<file path="config.mk">
export PLATFORM = sky130hd
export DESIGN_NAME = acc_subtst_unit
export DESIGN_NICKNAME = d
export VERILOG_FILES = /design/src/rtl/acc_subtst_pkg.sv /design/src/rtl/acc_sub_path.sv /design/src/rtl/acc_test_path.sv /design/src/rtl/acc_flag_sel.sv /design/src/rtl/acc_subtst_unit.sv
export SDC_FILE = /design/constraint.sdc
export NUM_CORES = 1
export LEC_CHECK = 0
export ABC_AREA = 1
export BUFFER_PORTS_ARGS = -buffer_cell sky130_fd_sc_hd__buf_2
export CORE_ASPECT_RATIO = 0.9
export CORE_UTILIZATION = 52
export DETAILED_ROUTE_END_ITERATION = 8
export PLACE_DENSITY = 0.86
export SETUP_SLACK_MARGIN = 0.05
export SLEW_MARGIN = 20
export SYNTH_ARGS = -nofsm -noshare
export SYNTH_HDL_FRONTEND = slang
export SYNTH_SLANG_ARGS = --single-unit
</file>
<file path="constraint.sdc">
create_clock -name vclk -period 2.3
set_input_delay 0.23 -clock vclk [all_inputs]
set_output_delay 0.23 -clock vclk [all_outputs]
set_load 0.01 [all_outputs]
</file>
<file path="src/rtl/acc_subtst_pkg.sv">
package acc_subtst_pkg;
  localparam int unsigned DATA_W = 8;
  localparam int unsigned NIB_W  = 4;

  typedef enum logic {
    OP_SUB  = 1'b0,
    OP_TEST = 1'b1
  } op_e;

  typedef struct packed {
    logic s;
    logic z;
    logic h;
    logic pv;
    logic n;
    logic c;
  } flags_t;
endpackage

</file>
<file path="src/rtl/acc_sub_path.sv">
module acc_sub_path #(
  parameter int unsigned W   = 8,
  parameter int unsigned NIB = 4
) (
  input  logic [W-1:0] a_i,
  input  logic [W-1:0] b_i,
  output logic [W-1:0] diff_o,
  output logic         borrow_o,
  output logic         nib_borrow_o,
  output logic         ovf_o
);
  localparam int unsigned MSB = W - 1;

  logic [W:0]   wide_diff;
  logic [NIB:0] low_diff;

  always_comb begin
    wide_diff    = {1'b0, a_i} - {1'b0, b_i};
    low_diff     = {1'b0, a_i[NIB-1:0]} - {1'b0, b_i[NIB-1:0]};
    diff_o       = wide_diff[W-1:0];
    borrow_o     = wide_diff[W];
    nib_borrow_o = low_diff[NIB];
    ovf_o        = (a_i[MSB] ^ b_i[MSB]) & (wide_diff[MSB] ^ a_i[MSB]);
  end
endmodule

</file>
<file path="src/rtl/acc_test_path.sv">
module acc_test_path #(
  parameter int unsigned W = 8
) (
  input  logic [W-1:0] a_i,
  input  logic [W-1:0] b_i,
  output logic [W-1:0] and_o,
  output logic         even_o
);
  logic [W:0] par_chain;

  assign and_o        = a_i & b_i;
  assign par_chain[0] = 1'b0;

  generate
    for (genvar gi = 0; gi < W; gi++) begin : g_par
      assign par_chain[gi+1] = par_chain[gi] ^ and_o[gi];
    end
  endgenerate

  assign even_o = ~par_chain[W];
endmodule

</file>
<file path="src/rtl/acc_flag_sel.sv">
module acc_flag_sel
  import acc_subtst_pkg::*;
#(
  parameter int unsigned W = 8
) (
  input  op_e          op_i,
  input  logic [W-1:0] diff_i,
  input  logic         borrow_i,
  input  logic         nib_borrow_i,
  input  logic         ovf_i,
  input  logic [W-1:0] and_i,
  input  logic         even_i,
  output logic [W-1:0] res_o,
  output logic         we_o,
  output flags_t       flags_o
);
  always_comb begin
    res_o   = diff_i;
    we_o    = 1'b1;
    flags_o = '0;
    unique case (op_i)
      OP_SUB: begin
        res_o      = diff_i;
        we_o       = 1'b1;
        flags_o.h  = nib_borrow_i;
        flags_o.pv = ovf_i;
        flags_o.n  = 1'b1;
        flags_o.c  = borrow_i;
      end
      OP_TEST: begin
        res_o      = and_i;
        we_o       = 1'b0;
        flags_o.h  = 1'b1;
        flags_o.pv = even_i;
        flags_o.n  = 1'b0;
        flags_o.c  = 1'b0;
      end
      default: ;
    endcase
    flags_o.s = res_o[W-1];
    flags_o.z = (res_o == '0);
  end
endmodule

</file>
<file path="src/rtl/acc_subtst_unit.sv">
module acc_subtst_unit
  import acc_subtst_pkg::*;
(
  input  logic [7:0] acc_i,
  input  logic [7:0] opnd_i,
  input  logic       op_test_i,
  output logic [7:0] res_o,
  output logic       acc_we_o,
  output logic       flag_s_o,
  output logic       flag_z_o,
  output logic       flag_h_o,
  output logic       flag_pv_o,
  output logic       flag_n_o,
  output logic       flag_c_o
);
  logic [DATA_W-1:0] diff;
  logic [DATA_W-1:0] and_val;
  logic              borrow;
  logic              nib_borrow;
  logic              ovf;
  logic              even;
  op_e               op;
  flags_t            flags;

  assign op = op_e'(op_test_i);

  acc_sub_path #(.W(DATA_W), .NIB(NIB_W)) u_sub (
    .a_i          (acc_i),
    .b_i          (opnd_i),
    .diff_o       (diff),
    .borrow_o     (borrow),
    .nib_borrow_o (nib_borrow),
    .ovf_o        (ovf)
  );

  acc_test_path #(.W(DATA_W)) u_tst (
    .a_i    (acc_i),
    .b_i    (opnd_i),
    .and_o  (and_val),
    .even_o (even)
  );

  acc_flag_sel #(.W(DATA_W)) u_sel (
    .op_i         (op),
    .diff_i       (diff),
    .borrow_i     (borrow),
    .nib_borrow_i (nib_borrow),
    .ovf_i        (ovf),
    .and_i        (and_val),
    .even_i       (even),
    .res_o        (res_o),
    .we_o         (acc_we_o),
    .flags_o      (flags)
  );

  assign flag_s_o  = flags.s;
  assign flag_z_o  = flags.z;
  assign flag_h_o  = flags.h;
  assign flag_pv_o = flags.pv;
  assign flag_n_o  = flags.n;
  assign flag_c_o  = flags.c;
endmodule

</file>
==> flow_summary.yaml, run 1 <==
power_and_ir_drop:
  powerDensity_nw_per_um2: 247.6
  vdd_drop_max_mv: 0.1180
  p_leak_uw: 0.0006046
global_route:
  grt_pass1_wl_um: 2753
  grt_pass1_vias: 678
  grt.total_usage_pct: 20.85
  grt_max_degree: 13
  antenna_found_initial: 0
  grt-ovfl-total: 0
final_layout:
  regArea_um2: 0
  n_fill_cell: 138
  final_cell_mix: "nand2_1 (37), buf_2 (32), inv_1 (23)"
  design.seq.count: 0
  drive_above_1_share_pct: 31.10
  areaGrowthSynthToFinish_pct: 18.24
  final_net_count: 200
  diodes: 0
  final_common_cell: "nand2_1"
  final_cells: 179
  clkbuf_count: 0
route:
  dr.pass1.iters: 6
  ant_nets: 0
  num_vias: 906
  first_iter_violations: 23
  post-route-drc-count: 2
  vias_per_cell: 5.061
  wl_per_cell_um: 9.542
  drt-total-wl_um: 1708
timing:
  rsz0062_at_grt: "false"
  maxSlewHeadroom_pct: 70.97
  setup_viol: 0
  hold_viol_final: 0
  fin_crit_ns: 2.079
  tightestPinTransition_ns: 0.4350
  finalSetupTns_ns: 0
  fmax_mhz: 480.9
  setup_slack_ns: 0.2207
  finalCritPeriodShare_pct: 90.40
  maxSlewViolCount: 0
run:
  cap_violations: 0
synthesis:
  avgSynthCellArea_um2: 5.952
  synthCells: 136
  ys_types: 23
  synthesis.nets: 170
  synth-seq-area-share_pct: 0
  netlist_area_um2: 809.5
  yosys_warnings: 0
  synth_top_area_cell: "ha_1"
  synth_area_leaders: "ha_1 (25%), nand2_1 (17%), inv_1 (11%)"
  synth_top_cell_area_share_pct: 24.73
critical_path:
  worstPathArrival_ns: 1.85
  crit_start: "acc_i[0]"
  cp-endpoint: "flag_z_o"
  crit_type: "in -> out"
  cp_data_required_time_ns: 2.07
  cp-end-kind: "output port"
  path_max_fanout: 3
  start_kind: "input port"
floorplanning:
  die_w_um: 43.59
  num_rows: 13
  die_area_um2: 1719
  core_um2: 1448
  num_io_pins: 32
  start_util_pct: 55.92
  die_h_um: 39.43
placed_design:
  dp_slack_ns: 0.2027
  place_inst: 179
  dp_hpwl_um: 1540
  io_buffers: 32
  place_congestion: 0.8972
worst_hold_path:
  hp-class: "in -> out"
cts:
  holdBufCountCts: 0
  post_cts_resize_count: 0
  postCtsSetupBuffers: 0
status:
  violations: "design-rule violations"
  status: "finished with violations"
## layer usage
| layer | global-route usage [%] | vias up | routed length (um) |
|---|---|---|---|
| met3 | 1.382 | 0 | 120 |
| met1 | 27.27 | 399 | 750 |
| met2 | 39.55 | 27 | 837 |
| li1 | - | 480 | - |
| met4 | 0 | 0 | 0 |
| met5 | 0 | - | 0 |
## synth_stat cells (all sizes together) (2+ instances only)
master / count
nand2: 45
inv: 26
ha: 16
nand3: 16
nor2: 8
a21oi: 4
buf: 4
o21ai: 4
nand4: 3
xnor2: 3
nand3b: 2
nor3: 2
## how the worst min path moves through the flow
stage	startpoint	depth (start not counted)	slack, ns	end
floorplan	op_test_i	2	0.63	acc_we_o
finish	op_test_i	3	0.86	flag_c_o
detailed placement	op_test_i	3	0.87	flag_c_o
global route	op_test_i	3	0.90	flag_c_o
CTS	op_test_i	3	0.87	flag_c_o
global placement	acc_i[7]	4	0.86	flag_pv_o
## cells by family (layout without fill, tap and decap cells)
family	after synthesis	count (layout)	synth area share, %
and+or+nand+nor	77	77	46.68
buffers and inverters	30	58	15.92
adders and majority gates	17	17	27.20
AOI/OAI and AO/OA	8	8	5.874
xor gates and xnor gates	4	4	4.328
## stage by stage
stage | util (%) | total power, uW | hold WS [ns] | instance area (um2)
2_1_floorplan | - | 173.6 | 0.6307 | 809.5
3_3_place_gp | 66.12 | 231.0 | 0.8596 | 957.2
3_5_place_dp | 66.12 | 237.2 | 0.8687 | 957.2
4_1_cts | 66.12 | 238.1 | 0.8691 | 957.2
5_1_grt | 66.12 | 271.2 | 0.8983 | 957.2
6_report | 66.12 | 237.0 | 0.8647 | 957.2
## critical path, cell delays in order
cell	delay, ns
buf_2	0.09
inv_1	0.04
ha_1	0.18
inv_1	0.10
fa_1	0.43
o21ai_2	0.14
nand2_1	0.06
nor2_1	0.09
nand3_1	0.08
nor2_1	0.10
nand3_1	0.10
nor2_2	0.07
buf_2	0.12
## area by class of cell
cell class                      count  area [um2]  area share (%)
Multi-Input combinational cell    106       680.7           71.11
Tap cell                           15       18.77           1.961
Timing Repair Buffer               32       160.2           16.73
Inverter                           26       97.59           10.20
## power by group
group / internal [uW] / total (uW) / leakage (uW) / switching [uW]
sequential: 0 / 0 / 0 / 0
combinational: 96.3 / 237 / 0.000605 / 141
clock: 0 / 0 / 0 / 0
total: 96.3 / 237 / 0.000605 / 141
(Power assumes the default switching activity.)
==> run 2: changes to the inputs <==
--- a/config.mk
+++ b/config.mk
@@ -5,7 +5,7 @@
 export SDC_FILE = /design/constraint.sdc
 export NUM_CORES = 1
 export LEC_CHECK = 0
-export ABC_AREA = 1
+export ABC_AREA = 0
 export BUFFER_PORTS_ARGS = -buffer_cell sky130_fd_sc_hd__buf_2
 export CORE_ASPECT_RATIO = 0.9
 export CORE_UTILIZATION = 52
==> run 2 against run 1 <==
Against the previous run:
- maximum frequency decreased by 18%
- sequential share of layout area did not move
- highest routed layer unchanged
- the flow finishes with violations (negative setup slack)
- global-route usage increased by 5.1 points
==> flow_summary.yaml, run 2 <==
global_route:
  grt_pass1_wl_um: 3401
  grt-ovfl-total: 0
  grt.total_usage_pct: 25.99
  grt_max_degree: 14
  grt_pass1_vias: 797
  antenna_found_initial: 0
synthesis:
  synth_top_area_cell: "ha_1"
  ys_types: 40
  synth-seq-area-share_pct: 0
  synth_compound_area_share_pct: 22.61
  synthesis.nets: 135
  synth_most_common_cell: "ha_1"
  synth_area_leaders: "ha_1 (25%), xnor2_1 (7.7%), inv_1 (4.7%)"
  synth_xor_area_share_pct: 9.890
  synth_top_family_by_area: "adder cells"
  synth_mux_area_share_pct: 1.413
  yosys_warnings: 0
  synthTopCellsByCount: "ha_1 (16), inv_1 (10), xnor2_1 (7)"
  yosys.area_share.simple_pct: 27.00
  synth_top_cell_area_share_pct: 25.12
  synthCells: 101
  post_synth_fa_ha_maj_area_fraction_pct: 27.63
  avgSynthCellArea_um2: 7.891
  netlist_area_um2: 797.0
timing:
  setup_slack_ns: -0.2300
  fmax_mhz: 395.3
  rsz0062_at_grt: "true"
  maxSlewHeadroom_pct: 77.01
  hold_viol_final: 0
  setup_viol: 3
  finalCritPeriodShare_pct: 110.0
  tightestPinTransition_ns: 0.3422
  finalSetupTns_ns: -0.4341
  maxSlewViolCount: 0
  fin_crit_ns: 2.530
route:
  num_vias: 926
  drt-total-wl_um: 2346
  vias_per_cell: 5.752
  dr.pass1.iters: 4
  post-route-drc-count: 0
  wl_per_cell_um: 14.57
  first_iter_violations: 22
  ant_nets: 0
floorplanning:
  num_rows: 13
  start_util_pct: 55.68
  die_area_um2: 1693
  die_w_um: 43.27
  num_io_pins: 32
  die_h_um: 39.14
  core_um2: 1431
power_and_ir_drop:
  vdd_drop_max_mv: 0.1764
  p_leak_uw: 0.0005699
  fin_total_pwr_uw: 330.5
  powerDensity_nw_per_um2: 286.8
placed_design:
  place_inst: 158
  io_buffers: 32
  place_congestion: 0.8459
  dp_slack_ns: -0.2605
  dp_hpwl_um: 1720
critical_path:
  cp-end-kind: "output port"
  worstPathArrival_ns: 2.30
  cp-endpoint: "flag_z_o"
  crit_type: "in -> out"
  cp_data_required_time_ns: 2.07
  start_kind: "input port"
  crit_start: "acc_i[0]"
  path_max_fanout: 4
final_layout:
  final_net_count: 182
  diodes: 0
  final_common_cell: "buf_2"
  areaGrowthSynthToFinish_pct: 44.58
  final_cells: 161
  drive_above_1_share_pct: 45.89
  final_cell_mix: "buf_2 (30), ha_1 (15), buf_4 (15)"
  clkbuf_count: 0
  n_fill_cell: 93
  regArea_um2: 0
  design.seq.count: 0
  utilization_pct: 80.51
run:
  cap_violations: 0
worst_hold_path:
  hp-class: "in -> out"
  whs_path_depth: 4
status:
  status: "finished with violations"
  violations: "negative setup slack"
## run 2: worst min-delay path by stage
stage                    from         to  slack (ns)
global placement     acc_i[7]  flag_pv_o        0.88
floorplan           op_test_i   acc_we_o        0.55
finish               acc_i[7]  flag_pv_o        0.94
CTS                 opnd_i[0]   res_o[0]        0.91
global route        opnd_i[0]   res_o[0]        0.96
detailed placement  opnd_i[0]   res_o[0]        0.89
## run 2: stage by stage
step / hold WS, ns / area, um2
2_1_floorplan: 0.5481 / 828.3
3_3_place_gp: 0.8807 / 1059
3_5_place_dp: 0.8942 / 1059
4_1_cts: 0.9110 / 1115
5_1_grt: 0.9607 / 1152
6_report: 0.9379 / 1152
## run 2: cell families (layout without fill, tap and decap cells)
family / after synthesis / count (layout)
buffers and inverters: 14 / 59
XOR/XNOR: 9 / 9
adder cells (fa/ha/maj): 17 / 17
AO/OA/AOI/OAI: 25 / 25
AND/OR/NAND/NOR: 35 / 35
multiplexers: 1 / 1
## run 2: final cells by class
type / instances / area (um2) / area share [%]
inverters: 10 / 40.04 / 3.474
multi-input cells: 87 / 782.0 / 67.86
well taps: 15 / 18.77 / 1.629
repair buffers: 49 / 311.5 / 27.04
## run 2: what timing repair did
action                                  in CTS  in global routing
setup buffers                                1                  2
pin swaps                                    4                  0
resized for setup                           13                  5
hold buffers                                 0                  0
endpoints found under the setup margin       4                  7
## run 2: where the power goes
group / total [uW] / leakage (uW) / internal, uW / switching (uW)
clock: 0 / 0 / 0 / 0
sequential: 0 / 0 / 0 / 0
combinational: 331 / 0.000570 / 162 / 168
total: 331 / 0.000570 / 162 / 168
## run 2: worst max-delay path, stage by stage
cell and delay (ns):
buf_8 0.10, inv_4 0.05, ha_4 0.14, inv_2 0.04, fa_2 0.34, a211o_1 0.31, buf_6 0.13, and3_4 0.15
or4_4 0.49, o311ai_4 0.09, nor4_4 0.08, buf_2 0.15
## run 2: per-layer routing
layer | global-route usage [%] | routed length [um] | vias to the layer above
met1 | 33.06 | 1049 | 431
li1 | - | - | 459
met3 | 0.9346 | 139 | 0
met4 | 0 | 0 | 0
met5 | 0 | 0 | -
met2 | 51.49 | 1156 | 36
